## config.mk

```make
export PLATFORM = sky130hd
export DESIGN_NAME = vlcsr_unit
export DESIGN_NICKNAME = d
export VERILOG_FILES = /design/src/rtl/vlcsr_pkg.sv /design/src/rtl/vlcsr_opalu.sv /design/src/rtl/vlcsr_len_regs.sv /design/src/rtl/vlcsr_unit.sv
export SDC_FILE = /design/constraint.sdc
export NUM_CORES = 1
export LEC_CHECK = 0
export ABC_AREA = 1
export ABC_CLOCK_PERIOD_IN_PS = 4400
export BUFFER_PORTS_ARGS = -buffer_cell sky130_fd_sc_hd__clkbuf_2
export CORE_MARGIN = 5
export CORE_UTILIZATION = 23
export DETAILED_ROUTE_END_ITERATION = 10
export PLACE_DENSITY = 0.49
export SLEW_MARGIN = 20
export SYNTH_ARGS = -nofsm -noshare
export SYNTH_HDL_FRONTEND = slang
export SYNTH_SLANG_ARGS = --single-unit
export TNS_END_PERCENT = 20
```

## constraint.sdc

```tcl
create_clock -name clk -period 4.4 [get_ports clk]
set_input_delay 0.88 -clock clk [delete_from_list [all_inputs] [get_ports clk]]
set_output_delay 0.88 -clock clk [all_outputs]
set_load 0.01 [all_outputs]
```

## src/rtl/vlcsr_pkg.sv

```systemverilog
`timescale 1ns/1ps
package vlcsr_pkg;

    localparam int XLEN   = 64;
    localparam int LEN_W  = $clog2(XLEN);
    localparam int TLEN_W = LEN_W + 1;
    localparam int IMM_W  = 5;
    localparam int ADDR_W = 12;
    localparam int N_TGT  = 3;

    localparam int T_VL    = 0;
    localparam int T_MVL   = 1;
    localparam int T_STATE = 2;

    localparam logic [ADDR_W-1:0] ADDR_STATE = 12'h7C0;
    localparam logic [ADDR_W-1:0] ADDR_VL    = 12'h7C1;
    localparam logic [ADDR_W-1:0] ADDR_MVL   = 12'h7C2;

    typedef enum logic [2:0] {
        OP_READ = 3'b000,
        OP_RW   = 3'b001,
        OP_RS   = 3'b010,
        OP_RC   = 3'b011,
        OP_RDI  = 3'b100,
        OP_RWI  = 3'b101,
        OP_RSI  = 3'b110,
        OP_RCI  = 3'b111
    } csr_op_e;

    typedef logic [LEN_W-1:0]  blen_t;
    typedef logic [TLEN_W-1:0] tlen_t;
    typedef logic [XLEN-1:0]   word_t;

    typedef struct packed {
        blen_t mvl;
        blen_t vl;
    } state_t;

    localparam tlen_t MAX_LEN = tlen_t'(XLEN);

    function automatic tlen_t true_len(input blen_t b);
        return {1'b0, b} + tlen_t'(1);
    endfunction

    // Clamp a requested true length into 1..lim, returned in biased form.
    function automatic blen_t clamp_len(input word_t v, input tlen_t lim);
        word_t dec;
        tlen_t lim_dec;
        lim_dec = lim - tlen_t'(1);
        dec     = v - word_t'(1);
        if (v == '0)
            return '0;
        else if (v > word_t'(lim))
            return lim_dec[LEN_W-1:0];
        else
            return dec[LEN_W-1:0];
    endfunction

    function automatic logic op_writes(input csr_op_e op);
        return (op != OP_READ) && (op != OP_RDI);
    endfunction

endpackage

```

## src/rtl/vlcsr_opalu.sv

```systemverilog
`timescale 1ns/1ps
module vlcsr_opalu
    import vlcsr_pkg::*;
#(
    parameter bit IMM_BIAS = 1'b1
) (
    input  csr_op_e          op,
    input  word_t            old_val,
    input  word_t            wdata,
    input  logic [IMM_W-1:0] imm,
    output word_t            next_val
);

    word_t imm_ext;
    word_t imm_wr;

    assign imm_ext = word_t'(imm);

    generate
        if (IMM_BIAS) begin : g_biased
            assign imm_wr = imm_ext + word_t'(1);
        end else begin : g_raw
            assign imm_wr = imm_ext;
        end
    endgenerate

    always_comb begin
        unique case (op)
            OP_RW:   next_val = wdata;
            OP_RS:   next_val = old_val | wdata;
            OP_RC:   next_val = old_val & ~wdata;
            OP_RWI:  next_val = imm_wr;
            OP_RSI:  next_val = old_val | imm_ext;
            OP_RCI:  next_val = old_val & ~imm_ext;
            default: next_val = old_val;
        endcase
    end

endmodule

```

## src/rtl/vlcsr_len_regs.sv

```systemverilog
`timescale 1ns/1ps
module vlcsr_len_regs
    import vlcsr_pkg::*;
(
    input  logic  clk,
    input  logic  rst,
    input  logic  wr_vl,
    input  logic  wr_mvl,
    input  logic  wr_state,
    input  word_t cand_vl,
    input  word_t cand_mvl,
    input  word_t cand_state,
    output blen_t vl_q,
    output blen_t mvl_q
);

    state_t st_in;
    blen_t  vl_n;
    blen_t  mvl_n;
    blen_t  mvl_clamped;

    assign st_in       = state_t'(cand_state[2*LEN_W-1:0]);
    assign mvl_clamped = clamp_len(cand_mvl, MAX_LEN);

    always_comb begin
        vl_n  = vl_q;
        mvl_n = mvl_q;
        if (wr_state) begin
            mvl_n = st_in.mvl;
            vl_n  = (st_in.vl > st_in.mvl) ? st_in.mvl : st_in.vl;
        end else if (wr_mvl) begin
            mvl_n = mvl_clamped;
            vl_n  = (vl_q > mvl_clamped) ? mvl_clamped : vl_q;
        end else if (wr_vl) begin
            vl_n  = clamp_len(cand_vl, true_len(mvl_q));
        end
    end

    always_ff @(posedge clk) begin
        if (rst) begin
            vl_q  <= '0;
            mvl_q <= '0;
        end else begin
            vl_q  <= vl_n;
            mvl_q <= mvl_n;
        end
    end

    // the active length never passes the maximum
    a_r9_vl_within_mvl: assert property (@(posedge clk) disable iff (rst)
        vl_q <= mvl_q);

    // with no write strobe the stored lengths stay put
    a_r8_hold_without_write: assert property (@(posedge clk) disable iff (rst)
        !(wr_vl || wr_mvl || wr_state) |=> ($stable(vl_q) && $stable(mvl_q)));

    // an oversize maximum is capped at the register width
    a_r5_mvl_cap: assert property (@(posedge clk) disable iff (rst)
        (wr_mvl && !wr_state && cand_mvl > word_t'(XLEN)) |=> (mvl_q == blen_t'(XLEN - 1)));

endmodule

```

## src/rtl/vlcsr_unit.sv

```systemverilog
`timescale 1ns/1ps
module vlcsr_unit
    import vlcsr_pkg::*;
(
    input  logic              clk,
    input  logic              rst,
    input  logic              csr_valid,
    input  logic [ADDR_W-1:0] csr_addr,
    input  logic [2:0]        csr_op,
    input  logic [XLEN-1:0]   csr_wdata,
    input  logic [IMM_W-1:0]  csr_imm,
    output logic [XLEN-1:0]   csr_rdata,
    output logic [TLEN_W-1:0] vl_len,
    output logic [TLEN_W-1:0] mvl_len
);

    localparam logic [ADDR_W-1:0] TGT_ADDR [N_TGT] = '{ADDR_VL, ADDR_MVL, ADDR_STATE};

    csr_op_e          op;
    logic             wr;
    logic [N_TGT-1:0] hit;
    word_t            old_v  [N_TGT];
    word_t            next_v [N_TGT];
    blen_t            vl_q;
    blen_t            mvl_q;

    assign op = csr_op_e'(csr_op);
    assign wr = op_writes(op);

    assign old_v[T_VL]    = word_t'(true_len(vl_q));
    assign old_v[T_MVL]   = word_t'(true_len(mvl_q));
    assign old_v[T_STATE] = word_t'(state_t'{mvl: mvl_q, vl: vl_q});

    for (genvar g = 0; g < N_TGT; g++) begin : g_tgt
        assign hit[g] = csr_valid && (csr_addr == TGT_ADDR[g]);

        vlcsr_opalu #(
            .IMM_BIAS (g != T_STATE)
        ) u_alu (
            .op       (op),
            .old_val  (old_v[g]),
            .wdata    (csr_wdata),
            .imm      (csr_imm),
            .next_val (next_v[g])
        );
    end

    vlcsr_len_regs u_regs (
        .clk        (clk),
        .rst        (rst),
        .wr_vl      (hit[T_VL] && wr),
        .wr_mvl     (hit[T_MVL] && wr),
        .wr_state   (hit[T_STATE] && wr),
        .cand_vl    (next_v[T_VL]),
        .cand_mvl   (next_v[T_MVL]),
        .cand_state (next_v[T_STATE]),
        .vl_q       (vl_q),
        .mvl_q      (mvl_q)
    );

    always_comb begin
        csr_rdata = '0;
        for (int t = 0; t < N_TGT; t++) begin
            if (hit[t]) csr_rdata = old_v[t];
        end
    end

    assign vl_len  = true_len(vl_q);
    assign mvl_len = true_len(mvl_q);

    // an in-range VL write lands exactly
    a_r4_vl_write_exact: assert property (@(posedge clk) disable iff (rst)
        (csr_valid && csr_addr == ADDR_VL && csr_op == 3'b001 &&
         csr_wdata != '0 && csr_wdata <= word_t'(mvl_len))
        |=> (word_t'(vl_len) == $past(csr_wdata)));

    // an in-range MVL write lands exactly
    a_r5_mvl_write_exact: assert property (@(posedge clk) disable iff (rst)
        (csr_valid && csr_addr == ADDR_MVL && csr_op == 3'b001 &&
         csr_wdata != '0 && csr_wdata <= word_t'(XLEN))
        |=> (word_t'(mvl_len) == $past(csr_wdata)));

    // an unknown address reads zero and leaves both lengths alone
    a_r8_unknown_addr: assert property (@(posedge clk) disable iff (rst)
        (csr_valid && csr_addr != ADDR_VL && csr_addr != ADDR_MVL && csr_addr != ADDR_STATE)
        |-> (csr_rdata == '0) ##1 ($stable(vl_len) && $stable(mvl_len)));

    // outputs stay within 1..XLEN
    a_r2_len_range: assert property (@(posedge clk) disable iff (rst)
        (vl_len != '0) && (mvl_len != '0) && (mvl_len <= MAX_LEN));

endmodule

```

* Yosys cells after proc, flatten, opt, wreduce, memory -nomap -nowiden
Cells that the tools add are included.
Word-level totals: bits in registers 12, bits in latches 0, RAM bits 0, bits in read-only memories 0, input bits 87, output and inout bits 78, word-level logic and storage cells 67, memories 0
Cells by class: add/sub/neg operators 6, multiply operators 0, div/mod/pow operators 0, $lt $le $gt $ge 4, eq/ne operators 11, shift operators 0, multiplexer cells 17, bitwise logic cells 14, reduce and logical (&&, ||, !) cells 13
Operator list (number):
- 64-bit one-hot mux with 6 select lines | 2
- 7-bit by 64-bit bitwise AND with 64-bit output | 4
- 64-bit zero test | 2
- 7-bit by 64-bit bitwise OR with 64-bit output | 2
- 12-bit one-hot mux with 6 select lines | 1
- 6-bit two-way mux | 11
- 64-bit by 7-bit greater-than comparator with 1-bit output | 1
- 64-bit by 7-bit greater-than comparator with 1-bit output, second input constant | 1
- 64-bit two-way mux | 1
- 5-bit inverter with 64-bit output | 1
- 64-bit inverter | 1
- 12-bit by 11-bit equality test with 1-bit output, second input constant | 3
- 12-bit bitwise AND | 2
- 6-bit by 1-bit subtractor with 6-bit output, second input constant | 3
- 6-bit by 1-bit adder with 7-bit output, second input constant | 2
- 7-bit two-way mux | 2
- 7-bit by 5-bit bitwise OR with 7-bit output | 2
- 6-bit greater-than comparator | 2
- 12-bit bitwise OR | 1
- 12-bit by 5-bit bitwise OR with 12-bit output | 1
- 3-bit equality test, second input constant | 3
- 1-bit logical AND | 7
- 5-bit by 1-bit adder with 6-bit output, second input constant | 1
- 3-bit by 2-bit equality test with 1-bit output, second input constant | 2
- 5 further kinds | 7

* Longest topological paths before layout
Gate-level depths: netlist (run 1).
depth in word-level cells 10, mapped depth 29, mapped depth without buffers 28

* By module
Synthesis (run 1) repeated with hierarchy kept, for this count alone.
Second synthesis, totals: cells, all modules 1487, area total of the unflattened synthesis 7871.3 sq um
Modules (own cells, without submodules):
- vlcsr_opalu at g_tgt[0].u_alu ... | instances 2, cells each 290, area each 1530.2 sq um, seq. area each 0.0 sq um
- vlcsr_len_regs | instances 1, cells each 392, area each 2208.4 sq um, seq. area each 240.2 sq um
- vlcsr_opalu at g_tgt[2].u_alu | instances 1, cells each 355, area each 1649.1 sq um, seq. area each 0.0 sq um
- vlcsr_unit | instances 1, cells each 160, area each 953.4 sq um, seq. area each 0.0 sq um

* Least setup slack after synthesis (run 1)
No wires, ideal clock.
path kind input-to-reg, start point input port csr_op[0], end point register u_regs.vl_q[2], library setup time 109 ps, arrival 3732 ps, data required time 4291 ps, path slack 559 ps, stages on the path 28, path buffers 1, cell sequence buf_4 -> inv_4 -> nand2_4 -> nor2_4 -> nand2_1 -> nand2_1 -> inv_1 -> nand3_1 -> inv_1 -> ha_1 -> nand3_1 -> nor2_1 -> nand2_1 -> nand2_2 -> nand2_1 -> nand2_1 -> ha_1 -> nand2_1 -> nor2_1 -> o21ai_0 -> o211ai_1 -> nand3b_1 -> a21oi_1 -> inv_1 -> a21oi_1 -> nand3_1 -> nand2_1 -> inv_1
Between the ends: cells in the longest elaborated chain, start to end 8, elaborated cells on any way between the ends 35, classes of those cells add/sub (2); order compare (4); eq/ne (8); mux (12); reduce/logical (9)
RTL lines:
- start: declaration | line vlcsr_unit.sv:9 | input logic [2:0] csr_op,
- 3-bit equality test, or another cell as far along | line vlcsr_opalu.sv:28 | unique case (op)
- 64-bit one-hot mux with 6 select lines | line vlcsr_opalu.sv:28
- 64-bit by 7-bit greater-than comparator with 1-bit output / 6-bit by 1-bit subtractor with 6-bit output (equally long branches) | line vlcsr_pkg.sv:53, vlcsr_pkg.sv:50
- 6-bit two-way mux | line vlcsr_pkg.sv:53 | else if (v > word_t'(lim))
- 6-bit two-way mux | line vlcsr_pkg.sv:51 | if (v == '0)
- 6-bit greater-than comparator, or another cell as far along | line vlcsr_len_regs.sv:33 | vl_n = (vl_q > mvl_clamped) ? mvl_clamped : vl_q;
- 3-bit != test (no line) / 6-bit two-way mux (equally long branches)
- 2-bit AND reduction (no line) / 6-bit two-way mux (equally long branches)
- end signal: assignment | line vlcsr_len_regs.sv:44 | vl_q <= vl_n;
- end: declaration | line vlcsr_len_regs.sv:13 | output blen_t vl_q,
Parallel ways exist; a longest one is shown, timed or not. The select of a mux whose other input is x is not followed. A chain may end at the register's enable or synchronous reset.

* Final worst setup path (run 1)
start point input port csr_op[0], end point register u_regs.vl_q[3]
Same word-level chain as after synthesis.

==> flow_summary.ini, run 1 <==
[run_status]
status = finished, final reports clean

[critical_path]
crit_required_ns = 4.53
setup.worst_path.start_class = input pin
critical_path.max_fanout = 9
path_class = input pin to register
r2r_slack_ns = 0.54
worstSetupEndpointType = register
critPathArrivalTime_ns = 4.08

[synthesis]
async_flop_share_pct = 0
synth_area_per_cell_um2 = 5.37
synth_cells = 694
synth-edff-count = 0
yosysSeqAreaShare_pct = 6.45
yosys.cell_types.count = 44
syn-cell-area_um2 = 3730
ys_ff_latch = 12
synth_flop_cell = dfxtp_1
synth_warnings = 0

[detailed_routing]
firstDrtPassIters = 5
wl_per_cell_um = 14.3
drt_wl_total_um = 14700
viasPerCell = 4.59
drt_iter0_drc = 285
antenna_left = 0
vias = 4702
drc = 0

[power_and_ir_drop]
vdd_drop_max_mv = 0.124
switching_share_pct = 44.7
internal-power_w = 0.000379
switchingPower_w = 0.000306
comb_power_share_pct = 56.9
pwr-share-seq_pct = 15.9
power_per_cell_area_nw_per_um2 = 153
leakage_nw = 2.53
p_clk_share_pct = 27.2

[finish]
n_antenna_cell = 0
register_area_um2 = 240
final_cell_mix = 197 x nand2_1, 112 x clkbuf_2, 87 x inv_1
drive_above_1_share_pct = 20.9
num-fill-cells = 1873
multiInputGateArea_um2 = 2850
final_common_cell = nand2_1
final_nets = 921
area_growth_syn_to_layout_pct = 19.9
fin_cells = 1025

[floorplanning]
initial_utilization_pct = 23.5
dieHeight_um = 137
rows = 46
die-area_um2 = 18900
die-width_um = 137
core_region_area_um2 = 15900
pin_count = 165

[placement]
pre_cts_slack_ns = 0.159
io_buffers = 112
place.gp.congestion = 0.954
dpl.cell_count = 1021
hpwl_um = 12700

[cts]
ctsHoldBuffers = 0
cts_root_buffer = clkbuf_16
postCtsSetupRepairBufs = 0
clock_sink_count = 12
clk_latency_ns = 0.24
htreeDepth = 1
clk_path_buf_depth = 2
clkTransAtPathRegs_ns = 0.04
numCtsBuffers = 3
cts_tree = yes

[timing]
whs_ns = 0.609
tightestPinTransition_ns = 0.793
slew_headroom_pct = 47.0
hold_viol_final = 0
tns_ns = 0
setup_slack_ns = 0.453
maxSlewViolCount = 0
setup_viol_count_final = 0
fin_crit_sh_pct = 89.7
fmax_mhz = 253
timing.final.crit_period_ns = 3.95
grt_setup_unrepaired = false
clock_skew_ns = 0.00180

[flow_run]
cap_violations = 0

[global_routing]
grt_pass1_wl_um = 22100
grt_pass1_vias = 4247
grt_start_max_net_pins = 15
antenna_found_initial = 0
grt_usage_pct = 14.8
gr-total-overflow = 0

[min_path]
hold_class = register to register
==> what timing repair did <==
item | in CTS | in global routing
gates resized for setup | 0 | 1
endpoints found under the setup margin | 0 | 2
hold endpoints to repair | 0 | 0
==> power by group through the flow <==
| stage | combinational (W) | clock (W) | sequential, W |
|---|---|---|---|
| after floorplan | 0.000304 | 0 | 0.000111 |
| after global placement | 0.000387 | 0 | 0.000111 |
| after detailed placement | 0.000386 | 0 | 0.000111 |
| after CTS | 0.000387 | 0.000190 | 0.000109 |
| after global routing | 0.000449 | 0.000195 | 0.000109 |
| final | 0.000390 | 0.000186 | 0.000109 |
==> metrics by stage <==
| step | area (um^2) | util, % | total power [W] |
|---|---|---|---|
| final | 4470 | 28.1 | 0.000685 |
| after detailed placement | 4380 | 27.6 | 0.000497 |
| after floorplan | 3920 | - | 0.000415 |
| after CTS | 4470 | 28.1 | 0.000686 |
| after global placement | 4380 | 27.6 | 0.000498 |
| after global routing | 4470 | 28.1 | 0.000753 |
==> state kept, by name, indices dropped and copies added (netlist names) <==
register and flops:
u_regs.vl_q 6, u_regs.mvl_q 6
==> cell families after synthesis <==
kind of cell	count (synthesis)	share of synthesized area, %
xor gates and xnor gates	6	1.61
DFF	12	6.45
and+or+nand+nor	376	43.5
buffers and inverters	163	22.3
AOI/OAI and AO/OA	112	18.0
adders and majority gates	24	8.06
other	1	0.101
==> cell type report <==
cell class,instances,area share [%]
clock buffers,4,1.99
inverters,100,8.45
multi-input cells,570,63.8
flip-flops and latches,12,5.37
well taps,216,6.05
repair buffers,123,14.4
==> routing by layer <==
layer | up-vias | wire, um | track usage, % | share of wire (%)
met2 | 244 | 6540 | 24.1 | 45
met5 | - | 0 | 0 | 0
met1 | 2059 | 6360 | 20.4 | 43
li1 | 2375 | - | - | -
met3 | 24 | 1480 | 2.56 | 10
met4 | 0 | 280 | 3.05 | 1.9
==> Yosys cell counts, types with 3 or more instances <==
cell type | n | area, um^2
nand2_1 | 197 | 739
inv_1 | 87 | 327
nor2_1 | 84 | 315
buf_4 | 55 | 413
nand3_1 | 48 | 240
a21oi_1 | 37 | 185
o21ai_0 | 32 | 160
ha_1 | 24 | 300
dfxtp_1 | 12 | 240
nand2_2 | 12 | 75.1
nand4_1 | 12 | 75.1
inv_2 | 9 | 33.8
a221oi_1 | 8 | 70.1
o211ai_1 | 8 | 60.1
nor3_1 | 6 | 30.0
a22oi_1 | 5 | 37.5
nor2_2 | 5 | 31.3
o21ai_1 | 5 | 25.0
clkbuf_1 | 4 | 15.0
buf_2 | 3 | 15.0
clkinv_1 | 3 | 11.3
nor2_4 | 3 | 33.8
o21bai_1 | 3 | 22.5
o22ai_1 | 3 | 18.8
xor2_1 | 3 | 26.3
==> critical path: stages <==
cell	delay [ns]
clkbuf_2	0.18
inv_4	0.13
nand2_4	0.11
nor2_4	0.23
nand2_1	0.08
nand2_1	0.07
inv_1	0.04
nand3_1	0.10
inv_1	0.08
ha_1	0.19
nand3_1	0.08
nor2_1	0.04
nand2_1	0.07
nand2_2	0.10
nand2_1	0.11
nand2_1	0.08
ha_1	0.30
nand2_1	0.07
nor2_1	0.13
o21ai_0	0.10
o211ai_1	0.12
nand3b_1	0.13
a21oi_2	0.23
buf_4	0.18
nand3_1	0.08
nor2_1	0.10
nor2_1	0.04
==> worst paths after layout <==
check | cells past startpoint | start | end
worst min-delay path | 2 | u_regs.vl_q[5] | u_regs.vl_q[5]
worst max register to register | 26 | u_regs.mvl_q[0] | u_regs.vl_q[3]
worst max-delay path | 27 | csr_op[0] | u_regs.vl_q[3]
worst min register to register | 2 | u_regs.vl_q[5] | u_regs.vl_q[5]
(Power assumes the default switching activity.)
==> run 2, diff against run 1 <==
--- a/config.mk
+++ b/config.mk
@@ -6,7 +6,7 @@
 export NUM_CORES = 1
 export LEC_CHECK = 0
 export ABC_AREA = 1
-export ABC_CLOCK_PERIOD_IN_PS = 4400
+export ABC_CLOCK_PERIOD_IN_PS = 5000
 export BUFFER_PORTS_ARGS = -buffer_cell sky130_fd_sc_hd__clkbuf_2
 export CORE_MARGIN = 5
 export CORE_UTILIZATION = 23
==> constraint.sdc (replaced) <==
create_clock -name clk -period 5 [get_ports clk]
set_input_delay 1 -clock clk [delete_from_list [all_inputs] [get_ports clk]]
set_output_delay 1 -clock clk [all_outputs]
set_load 0.01 [all_outputs]
==> run 2 against run 1 <==
Critical path depth down 1. Non-clock buffer count decreased by 7. Clock-buffer cell count stayed put. First-iteration DRC count rose by 8.1%. Sequential cell count did not move. Combinational power down 13%. Largest cell class unchanged. Highest routed layer unchanged.
==> flow_summary.ini, run 2 (synthesis gave the netlist of run 1 again) <==
[run_status]
status = finished, final reports clean

[critical_path]
worstSetupEndpointType = register
crit_required_ns = 5.14
setup.worst_path.start_class = input pin
r2r_slack_ns = 0.97
critPathArrivalTime_ns = 4.48
critical_path.max_fanout = 18
path_class = input pin to register

[placement]
place.gp.congestion = 0.913
hpwl_um = 12400
io_buffers = 112
pre_cts_slack_ns = 0.295

[timing]
grt_setup_unrepaired = false
setup_slack_ns = 0.662
slew_headroom_pct = 43.9
fmax_mhz = 231
tns_ns = 0
hold_viol_final = 0
clock_skew_ns = 0.00212
maxSlewViolCount = 0
setup_viol_count_final = 0
timing.final.crit_period_ns = 4.34
fin_crit_sh_pct = 86.8
tightestPinTransition_ns = 0.838

[floorplanning]
rows = 46
die-width_um = 137
core_region_area_um2 = 15900
initial_utilization_pct = 23.5
die-area_um2 = 18900
dieHeight_um = 137
pin_count = 165

[cts]
cts_root_buffer = clkbuf_16
cts_tree = yes
clk_path_buf_depth = 2
clk_latency_ns = 0.24
htreeDepth = 1
clkTransAtPathRegs_ns = 0.05
numCtsBuffers = 3
clock_sink_count = 12

[finish]
final_cell_mix = 197 x nand2_1, 112 x clkbuf_2, 87 x inv_1
largest_registers = u_regs.mvl_q x6, u_regs.vl_q x6
area_growth_syn_to_layout_pct = 18.5
n_antenna_cell = 0
num-fill-cells = 1892
final_common_cell = nand2_1
multiInputGateArea_um2 = 2850
drive_above_1_share_pct = 20.2
register_area_um2 = 240
final_nets = 914

[detailed_routing]
vias = 4568
wl_per_cell_um = 14.3
antenna_left = 0
drt_wl_total_um = 14600
viasPerCell = 4.49
drt_iter0_drc = 308
firstDrtPassIters = 5
drc = 0

[power_and_ir_drop]
power_per_cell_area_nw_per_um2 = 137
leakage_nw = 2.50
vdd_drop_max_mv = 0.0824

[global_routing]
grt_start_max_net_pins = 19
grt_pass1_vias = 4287
grt_usage_pct = 14.9
grt_pass1_wl_um = 22200
antenna_found_initial = 0
gr-total-overflow = 0

[flow_run]
cap_violations = 0

[min_path]
hold_class = register to register
-- run 2: layer usage --
metal / up-vias / GRT usage [%] / wire (um)
li1: 2356 / - / -
met1: 1987 / 21.0 / 6690
met2: 213 / 24.9 / 6440
met3: 12 / 1.72 / 1280
met4: 0 / 2.33 / 161
met5: - / 0 / 0
-- run 2: what timing repair did --
action | 4_1_cts | 5_1_grt
hold buffers | 0 | 0
setup buffers | 0 | 0
endpoints found under the setup margin | 0 | 1
resized for setup | 0 | 1
hold endpoints to repair | 0 | 0
-- run 2: final cells by class --
type                    count  share of cell area [%]
repair buffers            116                    13.4
clock buffers               4                    2.01
inverters                 100                    8.55
flip-flops and latches     12                    5.44
multi-input cells         570                    64.5
well taps                 216                    6.12
-- run 2: metrics by stage --
step / instance area, um^2 / total power [W] / util [%] / cells / hold WS, ns
after floorplan: 3920 / 0.000365 / - / 745 / 0.540
after global placement: 4330 / 0.000435 / 27.2 / 1014 / 0.599
after detailed placement: 4330 / 0.000434 / 27.2 / 1014 / 0.597
after CTS: 4410 / 0.000602 / 27.8 / 1018 / 0.595
after global routing: 4420 / 0.000659 / 27.8 / 1018 / 0.649
final: 4420 / 0.000603 / 27.8 / 1018 / 0.602
-- run 2: critical path: stages --
cell and delay [ns]:
clkbuf_2 0.23, inv_4 0.09, nand2_2 0.32, inv_1 0.20, nand2_1 0.09, nand3_1 0.09
inv_1 0.09, ha_1 0.14, inv_1 0.05, a21oi_1 0.16, nand2_1 0.09, xnor2_1 0.13
nand2_1 0.07, nand2_1 0.06, ha_1 0.26, nand2_1 0.07, nor2_1 0.14, o21ai_0 0.12
o211ai_1 0.12, nand3b_1 0.12, a21oi_2 0.38, inv_1 0.11, a21oi_1 0.15, nand3_1 0.10
nand2_1 0.06, inv_1 0.03
-- run 2: report_power, final --
part	switching (W)	internal, W	leakage (nW)	total (W)
clock network	0.0000477	0.000121	0.0442	0.000169
registers	0.0000000612	0.0000959	0.0966	0.0000959
logic	0.000225	0.000113	2.36	0.000338
-- run 2: worst paths after layout --
path                                      start        endpoint  cells after the start
worst min register to register   u_regs.vl_q[5]  u_regs.vl_q[5]                      2
worst max register to register  u_regs.mvl_q[0]  u_regs.vl_q[2]                     27
worst min-delay path             u_regs.vl_q[5]  u_regs.vl_q[5]                      2
worst max-delay path                  csr_op[0]  u_regs.vl_q[2]                     26
==> run 3, diff against run 2 <==
--- a/config.mk
+++ b/config.mk
@@ -5,13 +5,13 @@
 export SDC_FILE = /design/constraint.sdc
 export NUM_CORES = 1
 export LEC_CHECK = 0
-export ABC_AREA = 1
 export ABC_CLOCK_PERIOD_IN_PS = 5000
 export BUFFER_PORTS_ARGS = -buffer_cell sky130_fd_sc_hd__clkbuf_2
 export CORE_MARGIN = 5
 export CORE_UTILIZATION = 23
 export DETAILED_ROUTE_END_ITERATION = 10
-export PLACE_DENSITY = 0.49
+export MAX_ROUTING_LAYER = met4
+export PLACE_DENSITY = 0.5
 export SLEW_MARGIN = 20
 export SYNTH_ARGS = -nofsm -noshare
 export SYNTH_HDL_FRONTEND = slang
==> run 3 against run 2 <==
Register-to-register slack gained 0.06 ns. Clock skew grew 0.0025 ns. Fmax fell by 5.2%. Worst setup slack worse by 0.24 ns. Via count is 18% lower. Die area decreased by 10%. Synthesized cell count fell by 33%. Combinational power is 14% lower. Wire length is 12% lower. Worst hold slack lost 0.033 ns. Largest cell class unchanged. Largest power group unchanged.
==> flow_summary.ini, run 3 <==
[detailed_routing]
wl_per_cell_um = 17.0
vias = 3750
viasPerCell = 4.99
antenna_left = 0
wl_met1_um = 5260
met2_length_um = 6160
firstDrtPassIters = 5
wl_met3_um = 1160
drc = 0
drt_wl_total_um = 12800
drt_iter0_drc = 222
top_layer = met4

[critical_path]
worstSetupEndpointType = register
setup.worst_path.start_class = input pin
critical_path.max_fanout = 20
critPathArrivalTime_ns = 4.72
crit_required_ns = 5.15
path_class = input pin to register

[finish]
n_antenna_cell = 0
area_growth_syn_to_layout_pct = 18.3
largest_registers = u_regs.mvl_q x6, u_regs.vl_q x6
final_common_cell = clkbuf_2
design_area_um2 = 3910
final_cell_mix = 112 x clkbuf_2, 52 x conb_1, 48 x nor2_1
final_nets = 685
drive_above_1_share_pct = 25.9
fin_cells = 752

[power_and_ir_drop]
comb_power_share_pct = 54.5
vdd_drop_max_mv = 0.102
power_per_cell_area_nw_per_um2 = 136
switching_share_pct = 40.9
internal-power_w = 0.000315
power_w = 0.000532
pwr-share-seq_pct = 18.0
switchingPower_w = 0.000218
p_clk_share_pct = 27.4
leakage_nw = 1.82

[cts]
clk_latency_ns = 0.24
clock_sink_count = 12
numCtsBuffers = 3
clkTransAtPathRegs_ns = 0.05
clk_path_buf_depth = 2
postCtsSetupRepairBufs = 0
cts_root_buffer = clkbuf_16
cts_resized = 0
cts_tree = yes
ctsHoldBuffers = 0
htreeDepth = 1

[timing]
fmax_mhz = 219
clock_skew_ns = 0.00460
slew_headroom_pct = 51.6
timing.final.crit_period_ns = 4.57
tightestPinTransition_ns = 0.726
tns_ns = 0
setup_viol_count_final = 0
maxSlewViolCount = 0
fin_crit_sh_pct = 91.5
grt_setup_unrepaired = false
hold_viol_final = 0

[floorplanning]
die-area_um2 = 16900
initial_utilization_pct = 23.7
dieHeight_um = 130
die-width_um = 130
pin_count = 165
rows = 43
core_region_area_um2 = 14000

[synthesis]
yosys.cell_types.count = 76
async_flop_share_pct = 0
synth_top_area_share_pct = 12.0
synth_largest_area_cell = buf_4
yosysMostFrequentCell = buf_4
synth_cells = 463
syn-cell-area_um2 = 3310
synth_warnings = 0
synth_area_per_cell_um2 = 7.15
synth_area_leaders = buf_4 12%, ha_1 9.1%, dfxtp_1 7.3%
ys_ff_latch = 12
synth-edff-count = 0
synth_flop_cell = dfxtp_1
yosysSeqAreaShare_pct = 7.26
synthTopCellsByCount = 53 x buf_4, 48 x nor2_1, 27 x a21oi_1

[flow_run]
cap_violations = 0

[global_routing]
gr-total-overflow = 0
antenna_found_initial = 0
grt_pass1_wl_um = 19700
grt_start_max_net_pins = 21
grt_usage_pct = 15.1
grt_pass1_vias = 3621

[run_status]
status = finished, final reports clean

[placement]
hpwl_um = 10900
dpl.cell_count = 749
io_buffers = 112
placed_area_um2 = 3840
place.gp.congestion = 0.958

[min_path]
hold_class = register to register
run 3: changes by cell type after synthesis, moves of 12 or more:
| cell | delta |
|---|---|
| nor4_1 | +14 |
| nor2_1 | -36 |
| nand3_1 | -31 |
| nand2_1 | -171 |
| xnor2_1 | +15 |
| inv_1 | -64 |
| nand2_2 | -12 |
run 3: kinds of logic after synthesis:
group           count (synthesis)  synth area share (%)
buf+inv                        95                  19.5
other cells                     1                 0.113
xor+xnor                       25                  6.62
flops                          12                  7.26
simple gates                  169                  27.2
compound gates                125                  26.5
fa+ha+maj                      24                  9.07
mux                            12                  3.74
run 3: worst paths after layout:
path	from	to	slack (ns)	cells past startpoint
max	csr_op[2]	u_regs.vl_q[0]	0.43	18
min	u_regs.mvl_q[1]	u_regs.mvl_q[1]	0.57	2
max reg2reg	u_regs.vl_q[0]	u_regs.vl_q[0]	1.03	13
min reg2reg	u_regs.mvl_q[1]	u_regs.mvl_q[1]	0.57	2
run 3: area by class of cell:
type / count / area (um^2)
fillers: 1575 / 10100
clock buffers: 3 / 75.1
multi-input cells: 407 / 2620
inverters: 25 / 93.8
flip-flops and latches: 12 / 240
repair buffers: 125 / 658
well taps: 180 / 225
run 3: power groups by stage:
stage	Clock, W	Combinational (W)	Sequential (W)
2_1_floorplan	0	0.000225	0.0000978
3_3_place_gp	0	0.000282	0.0000978
3_5_place_dp	0	0.000286	0.0000978
4_1_cts	0.000149	0.000287	0.0000960
5_1_grt	0.000156	0.000323	0.0000959
6_report	0.000146	0.000290	0.0000960
run 3: through the flow:
stage | setup slack (ns) | util (%) | hold WS [ns]
2_1_floorplan | 0.562 | - | 0.482
5_1_grt | 0.162 | 28.0 | 0.629
3_3_place_gp | 0.307 | 27.4 | 0.574
6_report | 0.426 | 28.0 | 0.569
4_1_cts | 0.458 | 28.0 | 0.585
3_5_place_dp | 0.233 | 27.4 | 0.578
run 3: worst max-delay path: stages:
cell      delay, ns
clkbuf_2       0.37
mux2_2         0.26
a21oi_1        0.07
o211ai_1       0.42
inv_1          0.13
ha_1           0.33
inv_1          0.04
a2111o_1       0.37
a21boi_0       0.17
ha_1           0.26
nor2b_1        0.13
o21a_1         0.16
o21a_1         0.15
o21ai_0        0.16
a31oi_1        0.12
buf_4          0.21
a21boi_0       0.14
a211oi_1       0.22
run 3: per-layer routing:
metal | global-route usage, % | vias up
met2 | 26.1 | 211
li1 | - | 1806
met5 | - | -
met3 | 0.941 | 16
met4 | 2.75 | 0
met1 | 19.6 | 1717
